===== src/rtl/cfgi2c_pkg.sv =====
package cfgi2c_pkg;
  typedef enum logic [2:0] {
    PH_IDLE,
    PH_RX,
    PH_RX_ACK,
    PH_TX,
    PH_TX_ACK
  } phase_t;
endpackage


===== src/rtl/cfgi2c_deglitch.sv =====
module cfgi2c_deglitch #(
  parameter int FILT_LEN = 3
) (
  input  logic clk,
  input  logic rst,
  input  logic line_i,
  output logic line_o
);
  localparam int CW = (FILT_LEN > 1) ? $clog2(FILT_LEN) : 1;
  localparam logic [CW-1:0] LAST = CW'(FILT_LEN - 1);

  logic [1:0]    sync_q;
  logic [CW-1:0] run_q;

  always_ff @(posedge clk) begin
    if (rst) begin
      sync_q <= 2'b11;
      run_q  <= '0;
      line_o <= 1'b1;
    end else begin
      sync_q <= {sync_q[0], line_i};
      if (sync_q[1] != line_o) begin
        if (run_q == LAST) begin
          line_o <= sync_q[1];
          run_q  <= '0;
        end else begin
          run_q <= run_q + CW'(1);
        end
      end else begin
        run_q <= '0;
      end
    end
  end
endmodule


===== src/rtl/cfgi2c_regbank.sv =====
module cfgi2c_regbank #(
  parameter int NUM_REGS = 6,
  parameter logic [NUM_REGS*8-1:0] RESET_VAL = {{(NUM_REGS-1){8'hFF}}, 8'h00},
  localparam int IDX_W = (NUM_REGS > 1) ? $clog2(NUM_REGS) : 1
) (
  input  logic                  clk,
  input  logic                  rst,
  input  logic                  wr_en,
  input  logic [IDX_W-1:0]      wr_idx,
  input  logic [7:0]            wr_data,
  output logic [NUM_REGS*8-1:0] regs_o
);
  for (genvar k = 0; k < NUM_REGS; k++) begin : g_reg
    always_ff @(posedge clk) begin
      if (rst) begin
        regs_o[k*8 +: 8] <= RESET_VAL[k*8 +: 8];
      end else if (wr_en && (wr_idx == IDX_W'(k))) begin
        regs_o[k*8 +: 8] <= wr_data;
      end
    end
  end
endmodule


===== src/rtl/cfgi2c_engine.sv =====
module cfgi2c_engine
  import cfgi2c_pkg::*;
#(
  parameter int NUM_REGS = 6,
  parameter logic [6:0] DEV_ADDR = 7'h69,
  localparam int IDX_W = (NUM_REGS > 1) ? $clog2(NUM_REGS) : 1,
  localparam int PTR_W = $clog2(NUM_REGS + 3)
) (
  input  logic                  clk,
  input  logic                  rst,
  input  logic                  scl_f,
  input  logic                  sda_f,
  input  logic [NUM_REGS*8-1:0] regs_i,
  output logic                  wr_en,
  output logic [IDX_W-1:0]      wr_idx,
  output logic [7:0]            wr_data,
  output logic                  sda_oe
);
  localparam logic [PTR_W-1:0] FIRST_DATA = PTR_W'(2);
  localparam logic [PTR_W-1:0] END_DATA   = PTR_W'(NUM_REGS + 2);
  localparam logic [7:0]       COUNT_BYTE = 8'(NUM_REGS);

  phase_t           phase;
  logic             scl_d, sda_d;
  logic [2:0]       bit_cnt;
  logic [7:0]       shreg;
  logic [PTR_W-1:0] byte_idx;
  logic             is_addr, rd_mode, byte_full, got_ack;

  logic scl_rise, scl_fall, start_c, stop_c;
  logic [7:0]       tx_byte;
  logic [PTR_W-1:0] data_off;

  assign scl_rise = scl_f & ~scl_d;
  assign scl_fall = ~scl_f & scl_d;
  assign start_c  = scl_f & scl_d & sda_d & ~sda_f;
  assign stop_c   = scl_f & scl_d & ~sda_d & sda_f;
  assign data_off = byte_idx - FIRST_DATA;

  // byte to send: count first, then registers, then all ones
  always_comb begin
    tx_byte = 8'hFF;
    if (byte_idx == '0) tx_byte = COUNT_BYTE;
    for (int k = 0; k < NUM_REGS; k++) begin
      if (byte_idx == PTR_W'(k + 1)) tx_byte = regs_i[k*8 +: 8];
    end
  end

  always_ff @(posedge clk) begin
    if (rst) begin
      phase     <= PH_IDLE;
      scl_d     <= 1'b1;
      sda_d     <= 1'b1;
      bit_cnt   <= '0;
      shreg     <= '0;
      byte_idx  <= '0;
      is_addr   <= 1'b0;
      rd_mode   <= 1'b0;
      byte_full <= 1'b0;
      got_ack   <= 1'b0;
      sda_oe    <= 1'b0;
      wr_en     <= 1'b0;
      wr_idx    <= '0;
      wr_data   <= '0;
    end else begin
      scl_d <= scl_f;
      sda_d <= sda_f;
      wr_en <= 1'b0;
      if (start_c) begin
        phase     <= PH_RX;
        bit_cnt   <= '0;
        byte_full <= 1'b0;
        is_addr   <= 1'b1;
        rd_mode   <= 1'b0;
        byte_idx  <= '0;
        sda_oe    <= 1'b0;
      end else if (stop_c) begin
        phase  <= PH_IDLE;
        sda_oe <= 1'b0;
      end else begin
        case (phase)
          PH_RX: begin
            if (scl_rise) begin
              shreg     <= {shreg[6:0], sda_f};
              bit_cnt   <= bit_cnt + 3'd1;
              byte_full <= (bit_cnt == 3'd7);
            end else if (scl_fall && byte_full) begin
              byte_full <= 1'b0;
              if (is_addr) begin
                if (shreg[7:1] == DEV_ADDR) begin
                  phase   <= PH_RX_ACK;
                  sda_oe  <= 1'b1;
                  rd_mode <= shreg[0];
                end else begin
                  phase <= PH_IDLE;
                end
              end else begin
                phase  <= PH_RX_ACK;
                sda_oe <= 1'b1;
                if (byte_idx >= FIRST_DATA && byte_idx < END_DATA) begin
                  wr_en   <= 1'b1;
                  wr_idx  <= data_off[IDX_W-1:0];
                  wr_data <= shreg;
                end
                if (byte_idx != '1) byte_idx <= byte_idx + PTR_W'(1);
              end
            end
          end
          PH_RX_ACK: begin
            if (scl_fall) begin
              is_addr <= 1'b0;
              bit_cnt <= '0;
              if (is_addr && rd_mode) begin
                phase  <= PH_TX;
                shreg  <= tx_byte;
                sda_oe <= ~tx_byte[7];
              end else begin
                phase  <= PH_RX;
                sda_oe <= 1'b0;
              end
            end
          end
          PH_TX: begin
            if (scl_fall) begin
              if (bit_cnt == 3'd7) begin
                phase  <= PH_TX_ACK;
                sda_oe <= 1'b0;
                if (byte_idx != '1) byte_idx <= byte_idx + PTR_W'(1);
              end else begin
                shreg   <= {shreg[6:0], 1'b0};
                sda_oe  <= ~shreg[6];
                bit_cnt <= bit_cnt + 3'd1;
              end
            end
          end
          PH_TX_ACK: begin
            if (scl_rise) begin
              got_ack <= ~sda_f;
            end else if (scl_fall) begin
              if (got_ack) begin
                phase   <= PH_TX;
                shreg   <= tx_byte;
                sda_oe  <= ~tx_byte[7];
                bit_cnt <= '0;
              end else begin
                phase <= PH_IDLE;
              end
            end
          end
          default: ;
        endcase
      end
    end
  end
endmodule


===== src/rtl/clkcfg_i2c_slave.sv =====
module clkcfg_i2c_slave #(
  parameter int NUM_REGS = 6,
  parameter logic [6:0] DEV_ADDR = 7'h69,
  parameter int FILT_LEN = 3,
  parameter logic [NUM_REGS*8-1:0] RESET_VAL = {{(NUM_REGS-1){8'hFF}}, 8'h00}
) (
  input  logic                  clk,
  input  logic                  rst,
  input  logic                  scl_i,
  input  logic                  sda_i,
  output logic                  sda_drive_low_o,
  output logic [NUM_REGS*8-1:0] cfg_o
);
  localparam int IDX_W = (NUM_REGS > 1) ? $clog2(NUM_REGS) : 1;

  logic             scl_filt, sda_filt;
  logic             wr_en;
  logic [IDX_W-1:0] wr_idx;
  logic [7:0]       wr_data;

  cfgi2c_deglitch #(.FILT_LEN(FILT_LEN)) u_scl_flt (
    .clk(clk), .rst(rst), .line_i(scl_i), .line_o(scl_filt)
  );

  cfgi2c_deglitch #(.FILT_LEN(FILT_LEN)) u_sda_flt (
    .clk(clk), .rst(rst), .line_i(sda_i), .line_o(sda_filt)
  );

  cfgi2c_engine #(.NUM_REGS(NUM_REGS), .DEV_ADDR(DEV_ADDR)) u_engine (
    .clk(clk), .rst(rst), .scl_f(scl_filt), .sda_f(sda_filt),
    .regs_i(cfg_o), .wr_en(wr_en), .wr_idx(wr_idx), .wr_data(wr_data),
    .sda_oe(sda_drive_low_o)
  );

  cfgi2c_regbank #(.NUM_REGS(NUM_REGS), .RESET_VAL(RESET_VAL)) u_regs (
    .clk(clk), .rst(rst), .wr_en(wr_en), .wr_idx(wr_idx),
    .wr_data(wr_data), .regs_o(cfg_o)
  );
endmodule


===== config.mk =====
export PLATFORM = sky130hd
export DESIGN_NAME = clkcfg_i2c_slave
export DESIGN_NICKNAME = d
export VERILOG_FILES = /design/src/rtl/cfgi2c_pkg.sv /design/src/rtl/cfgi2c_deglitch.sv /design/src/rtl/cfgi2c_regbank.sv /design/src/rtl/cfgi2c_engine.sv /design/src/rtl/clkcfg_i2c_slave.sv
export SDC_FILE = /design/constraint.sdc
export NUM_CORES = 1
export LEC_CHECK = 0
export ABC_AREA = 1
export CORE_ASPECT_RATIO = 0.9
export CORE_MARGIN = 4
export CORE_UTILIZATION = 56
export CTS_BUF_LIST = sky130_fd_sc_hd__clkbuf_8 sky130_fd_sc_hd__clkbuf_16
export CTS_CLUSTER_SIZE = 16
export DETAILED_ROUTE_END_ITERATION = 8
export PLACE_DENSITY = 0.82
export SLEW_MARGIN = 20
export SYNTH_ARGS = -nofsm -noshare
export SYNTH_HDL_FRONTEND = slang
export SYNTH_HIERARCHICAL = 1
export SYNTH_SLANG_ARGS = --single-unit
export TNS_END_PERCENT = 30

===== constraint.sdc =====
create_clock -name clk -period 1.9 [get_ports clk]
set_input_delay 0.19 -clock clk [delete_from_list [all_inputs] [get_ports clk]]
set_output_delay 0.19 -clock clk [all_outputs]
set_load 0.02 [all_outputs]

* After elaboration in Yosys (flattened, before gate mapping)
Cells that the tools add are included.
Storage, ports and cells: register bits 95, bits of input ports 4, output and inout port bits 49, word-level logic and storage cells 197
Operators by class: add/sub/neg operators 5, $lt $le $gt $ge 2, equal/unequal tests 43, muxes and demuxes 64, bitwise operators 21, reduce and logical (&&, ||, !) cells 35
Operators with widths (number):
- 8-bit 2-to-1 mux | 15
- 3-bit 2-to-1 mux | 14
- 8-bit one-hot mux with 4 select lines | 1
- 4-bit 2-to-1 mux | 6
- 3-bit one-hot mux with 4 select lines | 2
- 1-bit 2-to-1 mux | 20
- 4-bit by 1-bit != test with 1-bit output, second input constant | 5
- 2-bit by 1-bit != test with 1-bit output, second input constant | 9
- 9-bit AND reduction | 2
- 8-bit AND reduction | 2
- 1-bit NOT | 14
- 7-bit AND reduction | 2
- 3-bit by 2-bit equality test with 1-bit output, second input constant | 4
- 3-bit equality test, second input constant | 4
- 4-bit by 3-bit equality test with 1-bit output, second input constant | 3
- 4-bit != test, second input constant | 3
- 11-bit AND reduction | 1
- 1-bit logical AND | 9
- 3-bit OR reduction | 3
- 4-bit by 2-bit equality test with 1-bit output, second input constant | 2
- 2-bit 2-to-1 mux | 4
- 2-bit != test, second input constant | 4
- 4-bit one-hot mux with 2 select lines | 1
- 2-bit nonzero test | 4
- other kinds (24) | 36

* Depth between registers and ports, before layout
Gate-level depths: netlist of run 1.
depth in word-level cells 13, gate-level depth with buffers 13, mapped depth without buffers 13

* By module
The synthesis of run 1 kept the hierarchy.
Modules (own cells, without submodules):
- cfgi2c_engine | instances 1, cells an instance 406, area each 2437.3 um2, seq. area each 740.7 um2
- cfgi2c_regbank | instances 1, cells an instance 239, area each 1841.8 um2, seq. area each 960.9 um2
- cfgi2c_deglitch | instances 2, cells an instance 19, area each 177.7 um2, seq. area each 100.1 um2

* Least setup slack after synthesis of run 1
Ideal clock, no wire load.
path type flip-flop to flip-flop, from reg u_engine.byte_idx[1], to reg u_engine.shreg[6], setup time 117 ps, arrival 1526 ps, data required time 1783 ps, setup slack 258 ps, stages on the path, launching flop included 12, path buffers 2, period minus slack after synthesis 1642 ps, cell sequence dfxtp_1 inv_1 ha_1 buf_2 inv_1 nor2_1 buf_2 nor2_1 nand3_1 nand3_1 nand2_1 a21oi_1
Between the ends: cells in the longest elaborated chain, start to end 12
Ends and longest elaborated chain:
- start, declared | line cfgi2c_engine.sv:27 | logic [PTR_W-1:0] byte_idx;
- start signal, assigned | line cfgi2c_engine.sv:105 | if (byte_idx != '1) byte_idx <= byte_idx + PTR_W'(1);
- start signal, assigned | line cfgi2c_engine.sv:128 | if (byte_idx != '1) byte_idx <= byte_idx + PTR_W'(1);
- 4-bit zero test | line cfgi2c_engine.sv:43 | if (byte_idx == '0) tx_byte = COUNT_BYTE;
- 8-bit 2-to-1 mux | line cfgi2c_engine.sv:43
- 8-bit 2-to-1 mux (5 in a row) | line cfgi2c_engine.sv:45 | if (byte_idx == PTR_W'(k + 1)) tx_byte = regs_i[k*8 +: 8];
- 8-bit 2-to-1 mux (*) | line cfgi2c_engine.sv:45
- 8-bit 2-to-1 mux | line cfgi2c_engine.sv:140 | if (got_ack) begin
- 8-bit 2-to-1 mux | line cfgi2c_engine.sv:139 | end else if (scl_fall) begin
- 8-bit 2-to-1 mux | line cfgi2c_engine.sv:137 | if (scl_rise) begin
- 8-bit one-hot mux with 4 select lines (*) | line cfgi2c_engine.sv:81 | case (phase)
- end signal, assigned | line cfgi2c_engine.sv:84 | shreg <= {shreg[6:0], sda_f};
- end signal, assigned | line cfgi2c_engine.sv:130 | shreg <= {shreg[6:0], 1'b0};
- end signal, assigned | line cfgi2c_engine.sv:142 | shreg <= tx_byte;
- end, declared | line cfgi2c_engine.sv:26 | logic [7:0] shreg;
Every way passes the cells marked *; elsewhere a longest branch is shown, timed or not. The select of a mux whose other input is x is not followed. A chain may end at the register's enable or synchronous reset.

* Worst setup path in the final report of run 1
from reg u_engine.byte_idx[1], to reg u_engine.sda_oe
Between the ends: cells in the longest elaborated chain, start to end 13
Ends and longest elaborated chain:
- 4-bit zero test | line cfgi2c_engine.sv:43
- 8-bit 2-to-1 mux | line cfgi2c_engine.sv:43
- 8-bit 2-to-1 mux (5 in a row) | line cfgi2c_engine.sv:45
- 8-bit 2-to-1 mux (*) | line cfgi2c_engine.sv:45
- 1-bit NOT (*) | line cfgi2c_engine.sv:116, cfgi2c_engine.sv:143
- 1-bit 2-to-1 mux | line cfgi2c_engine.sv:140
- 1-bit 2-to-1 mux | line cfgi2c_engine.sv:139
- 1-bit 2-to-1 mux | line cfgi2c_engine.sv:137
- 1-bit one-hot mux with 4 select lines (*) | line cfgi2c_engine.sv:81
- end signal, assigned | line cfgi2c_engine.sv:116 | sda_oe <= ~tx_byte[7];
- end signal, assigned | line cfgi2c_engine.sv:131 | sda_oe <= ~shreg[6];
- end signal, assigned | line cfgi2c_engine.sv:143 | sda_oe <= ~tx_byte[7];
- end, declared | line cfgi2c_engine.sv:17 | output logic sda_oe
Marks and branches as above.

==> out/metrics.cfg, run 1 <==
[final_layout]
multiInputGateArea_mm2=0.00234
regArea_mm2=0.00190
antenna_cells=0
fin_nets=754
syn2layout_area_growth_pct=19.2
finalNonFillerCells=845
drive_gt1_share_pct=9.79
fill_cells=709

[sta]
drv_slew=0
fin_crit_ps=1800
fmax_mhz=555
slew_headroom_pct=61.5
finalSetupViolations=0
hold_viol_final=0
period_share_pct=94.9
rsz0062_at_grt=true
hold_ws_ps=373
worst-slew-pin-transition_ps=576
clock_skew_ps=7.12

[route]
post-route-drc-count=0
first_pass_iters=5
dr_total_vias=4671
vias_per_cell=5.53
wl_per_cell_um=15.4
ant_nets=0
routed_wirelength_um=13000
drt_iter0_drc=366

[global_routing]
grt_max_degree=49
grt_busiest_layer=met2
grt_antenna_before_repair=0
grt_use_met1_pct=35.4
met3_usage_pct=4.88
grt_pass1_wl_um=21200
grt_util_met2_pct=45.2
grt_pass1_vias=4316
overflow=0
grt_use_total_pct=26.9

[power]
switchingPower_mw=1.82
combPwrFrac_pct=30.3
sequentialPowerShare_pct=43.8
switching_share_pct=36.8
intPower_mw=3.12
leakagePower_nw=2.60
ir_worst_vdd_uv=515
pwr-share-clk_pct=25.9
p_per_area_mw_per_mm2=894

[clock_network]
cts_buffer_depth=2
cts_buffers=9
cts.sinks=95
cts_resized=0
cts.root.buffer_cell=clkbuf_8
postCtsHoldBufs=0
clock_latency_ps=370
h-tree-depth=3
cts_setup_buffers=0
clkTransAtPathRegs_ps=100
cts_tree=built

[logic_synthesis]
async_flop_share_pct=0
synth.cell_area_mm2=0.00463
yosysWarnings=6
syn_nets=696
syn_inst=683
synth_edf_count=0
ys_types=27
syn_area_per_cell_um2=6.79
seq_area_frac_synth_pct=41.0
synth_ff_type=dfxtp_1
synth-seq-cells=95

[floorplan]
design.core.area_mm2=0.00807
die_x_um=104
rows=31
initial_core_util_pct=57.4
pin_count=53
die_y_um=94.3
dieArea_mm2=0.00980

[worst_setup_path]
reg2reg_depth=11
cp.arrival_ps=2100
critPathRequiredTime_ps=2200
crit_path_end_kind=register
worstSetupStartpointType=register
worstSetupPathType=reg -> reg
critPathMaxFanout=15

[min_path]
hold_path_class=in -> reg
min_path_cells=2

[run]
cap_violations=0

[placement]
dpl.hpwl_um=9520
numPortBuffers=52
dp_cells=829
gp_congestion=0.906

[status]
status=finished clean

## kinds of logic after synthesis
logic type / count (synthesis) / synth area share (%)
XOR/XNOR: 1 / 0.189
AO/OA/AOI/OAI: 80 / 8.72
buffers and inverters: 101 / 8.80
flip-flops: 95 / 41.0
AND/OR/NAND/NOR: 397 / 38.8
adder cells (fa/ha/maj): 9 / 2.43
## final cells by class
| cell class | instances | area share (%) |
|---|---|---|
| clock inverter | 6 | 0.860 |
| sequential | 95 | 34.4 |
| inverter | 80 | 5.43 |
| multi-input combinational | 487 | 42.3 |
| tap | 99 | 2.24 |
| clock buffer | 10 | 2.49 |
| timing repair buffer | 68 | 12.3 |
## flip-flops by register name, summed over array words and instances (netlist names), 2 cells and up
signal             cells
u_engine/bit_cnt       3
u_engine/byte_idx      4
u_engine/phase         3
u_engine/shreg         8
u_engine/wr_data       8
u_engine/wr_idx        3
u_regs/regs_o         48
u_scl_flt/run_q        2
u_scl_flt/sync_q       2
u_sda_flt/run_q        2
u_sda_flt/sync_q       2
## Yosys cell counts (7+ instances only)
cell type    n  share of area (%)
nor2_1      66                5.3
nor3_1      12                1.3
a21oi_1     46                5.0
dfxtp_1     95                 41
nand2_1    169                 14
inv_1       74                6.0
clkbuf_1     7               0.57
ha_1         9                2.4
or2_2        8                1.1
nand3_1    109                 12
o21ai_0     32                3.5
buf_2       11                1.2
## final timing paths
kind,start,to,slack [ps]
hold / removal,sda_i,u_sda_flt/sync_q[0]$_SDFF_PP1_,370
hold reg to reg,u_scl_flt/run_q[0]$_SDFF_PP0_,u_scl_flt/run_q[0]$_SDFF_PP0_,420
setup / recovery,u_engine/byte_idx[1]$_SDFFE_PP0P_,u_engine/sda_oe$_SDFFE_PP0P_,100
setup reg to reg,u_engine/byte_idx[1]$_SDFFE_PP0P_,u_engine/sda_oe$_SDFFE_PP0P_,100
## per-layer routing
layer	vias to the layer above	part of all wire (%)	wire length, um
met5	-	0	0
met4	0	2.6	340
met3	33	7.3	950
met2	193	47	6090
met1	2131	43	5600
li1	2314	-	-
## worst max-delay path: stages, from the launching register on
cell     delay, ps
dfxtp_1        370
inv_1          140
ha_1           210
inv_1           80
nor2_2         200
buf_12         170
inv_1           60
nor2_1          90
nor2_1          40
nand2_1        130
nand3_1        120
a21oi_1        140
## power by group through the flow
stage,Clock (mW),Sequential (mW),Combinational (mW)
after floorplan,0,2.19,1.12
after global placement,0,2.20,1.41
final,1.28,2.16,1.50
after CTS,1.30,2.16,1.46
after detailed placement,0,2.21,1.45
after global routing,1.37,2.18,1.69
## stage by stage
| step | setup WS (ps) | area (um^2) | util (%) | TNS (ps) | power, mW |
|---|---|---|---|---|---|
| 3_3_place_gp | 123 | 5330 | 66.1 | 0 | 3.61 |
| 3_5_place_dp | 60.1 | 5330 | 66.1 | 0 | 3.66 |
| 5_1_grt | -19.6 | 5530 | 68.5 | -19.6 | 5.24 |
| 4_1_cts | 47.4 | 5510 | 68.3 | 0 | 4.92 |
| 2_1_floorplan | 258 | 4630 | - | 0 | 3.31 |
| 6_report | 97.8 | 5530 | 68.5 | 0 | 4.94 |
## placed cells by master (no fill, tap or decap), drive strengths merged, types with 3 or more instances in the layout
master,count
nor2,77
buf,16
dfxtp,95
inv,84
nor3,12
ha,9
nand3,112
o21ai,32
clkdlybuf4s50,52
clkbuf,10
a21oi,46
nand4,3
or2,12
nand2,177
nand3b,3
No activity file was read; power rests on OpenSTA's default activity.
==> run 2: changes to the inputs <==
--- a/config.mk
+++ b/config.mk
@@ -7,7 +7,7 @@
 export LEC_CHECK = 0
 export ABC_AREA = 1
 export CORE_ASPECT_RATIO = 0.9
-export CORE_MARGIN = 4
+export CORE_MARGIN = 1
 export CORE_UTILIZATION = 56
 export CTS_BUF_LIST = sky130_fd_sc_hd__clkbuf_8 sky130_fd_sc_hd__clkbuf_16
 export CTS_CLUSTER_SIZE = 16
==> out/metrics.cfg, run 2 (synthesis gave the netlist of run 1 again) <==
[final_layout]
drive_gt1_share_pct=10.1
final_common_cell=nand2_1
top_register=u_regs/regs_o
post-route-util_pct=69.0
final_cell_mix=nand2_1, nand3_1, dfxtp_1
fin_nets=757
syn2layout_area_growth_pct=19.6
fill_cells=696
finalNonFillerCells=848
reg.largest.list=u_regs/regs_o (48), u_engine/shreg (8), u_engine/wr_data (8)
largest_reg_flops=48
antenna_cells=0

[clock_network]
h-tree-depth=3
cts.sinks=95
cts_setup_buffers=0
clkTransAtPathRegs_ps=110
cts_tree=built
cts_resized=0
clock_latency_ps=370
cts_buffer_depth=2
cts_buffers=9
postCtsHoldBufs=0
cts.root.buffer_cell=clkbuf_8

[route]
first_pass_iters=8
post-route-drc-count=1
dr_total_vias=4705
drt_iter0_drc=314
routed_wirelength_um=13000
wl_per_cell_um=15.3
vias_per_cell=5.55
ant_nets=0

[sta]
drv_slew=0
period_share_pct=95.5
clock_skew_ps=13.4
worst-slew-pin-transition_ps=496
hold_viol_final=0
slew_headroom_pct=66.9
fin_crit_ps=1810
hold_ws_ps=370
finalSetupViolations=0
fmax_mhz=551
rsz0062_at_grt=true

[placement]
dp_cells=829
gp_congestion=0.926
dpl.hpwl_um=9100
numPortBuffers=52

[floorplan]
rows=31
pin_count=53
die_x_um=97.9
dieArea_mm2=0.00864
die_y_um=88.3
initial_core_util_pct=57.7
design.core.area_mm2=0.00803

[worst_setup_path]
critPathRequiredTime_ps=2200
worstSetupStartpointType=register
r2r_start=u_engine/byte_idx[1]$_SDFFE_PP0P_
rrSetupSlack_ps=90
cp.arrival_ps=2120
crit-reg2reg-capture=u_engine/shreg[5]$_SDFFE_PP0P_
crit_path_end_kind=register
worstSetupPathType=reg -> reg
critPathMaxFanout=10
reg2reg_depth=8

[power]
ir_worst_vdd_uv=421
total_power_mw=5.02
p_per_area_mw_per_mm2=905
leakagePower_nw=2.60

[status]
violations=design-rule violations
status=finished with violations

[global_routing]
grt_pass1_wl_um=20100
grt_max_degree=49
overflow=0
grt_use_total_pct=29.9
grt_pass1_vias=4128
grt_antenna_before_repair=0

[min_path]
hp-start=sda_i
hold_path_class=in -> reg
min_path_cells=2
holdPathEnd=u_sda_flt/sync_q[0]$_SDFF_PP1_

[run]
cap_violations=0

==> run 2: cell types whose count changed in the layout (fill, tap and decap cells not counted), sizes merged <==
cell      previous run  this run
clkinv               1         2
clkinvlp             1         4
clkbuf              10         9
==> run 2: layer usage <==
metal,wire length [um],global-route usage (%),up-vias
met5,0,0,-
met1,5590,39.3,2137
met4,405,13.6,0
met2,5930,47.8,217
li1,-,-,2315
met3,1060,6.64,36
==> run 2: how the worst max path moves through the flow <==
stage | from | end | slack, ps | cells past startpoint
floorplan | u_engine/byte_idx[1]$_SDFFE_PP0P_ | u_engine/shreg[6]$_SDFFE_PP0P_ | 260 | 11
global placement | u_engine/byte_idx[0]$_SDFFE_PP0P_ | u_engine/shreg[6]$_SDFFE_PP0P_ | 160 | 9
detailed placement | u_engine/byte_idx[0]$_SDFFE_PP0P_ | u_engine/shreg[5]$_SDFFE_PP0P_ | 100 | 9
CTS | u_engine/byte_idx[0]$_SDFFE_PP0P_ | u_engine/shreg[5]$_SDFFE_PP0P_ | 80 | 9
global route | u_engine/byte_idx[1]$_SDFFE_PP0P_ | u_engine/shreg[0]$_SDFFE_PP0P_ | -20 | 10
finish | u_engine/byte_idx[1]$_SDFFE_PP0P_ | u_engine/shreg[5]$_SDFFE_PP0P_ | 90 | 8
==> run 2: worst max-delay path: stages (launching register included) <==
cell	delay, ps
dfxtp_1	440
ha_1	240
nand2_1	240
buf_4	250
nand3_1	130
nand3_1	110
nand3_1	90
nand2_1	70
a21oi_1	170
==> run 2: stage by stage <==
step                      setup TNS, ps  instance area, um^2  worst slack, ps
final                                 0                 5540             85.2
after global routing              -32.2                 5540            -21.1
after detailed placement              0                 5330             99.5
after floorplan                       0                 4630              258
after global placement                0                 5330              158
after CTS                             0                 5510             80.3
==> run 2: cell type report <==
class / instances / area, um^2 / share of cell area, %
clock inverter: 7 / 55.1 / 0.993
timing repair buffer: 68 / 678 / 12.2
timing repair inverter: 3 / 20.0 / 0.361
sequential: 95 / 1900 / 34.3
tap: 99 / 124 / 2.23
clock buffer: 9 / 124 / 2.23
inverter: 80 / 304 / 5.49
multi-input combinational: 487 / 2330 / 42.1
==> run 2: report_power, final <==
group | switching [mW] | internal (mW)
Combinational | 1.07 | 0.521
Sequential | 0.0742 | 2.09
Clock | 0.772 | 0.495
==> run 3: changes to the inputs <==
--- a/config.mk
+++ b/config.mk
@@ -12,6 +12,7 @@
 export CTS_BUF_LIST = sky130_fd_sc_hd__clkbuf_8 sky130_fd_sc_hd__clkbuf_16
 export CTS_CLUSTER_SIZE = 16
 export DETAILED_ROUTE_END_ITERATION = 8
+export HOLD_SLACK_MARGIN = 0.12
 export PLACE_DENSITY = 0.82
 export SLEW_MARGIN = 20
 export SYNTH_ARGS = -nofsm -noshare
==> results of run 3 <==
The final DEF is identical to that of run 2; final timing and power are the same.
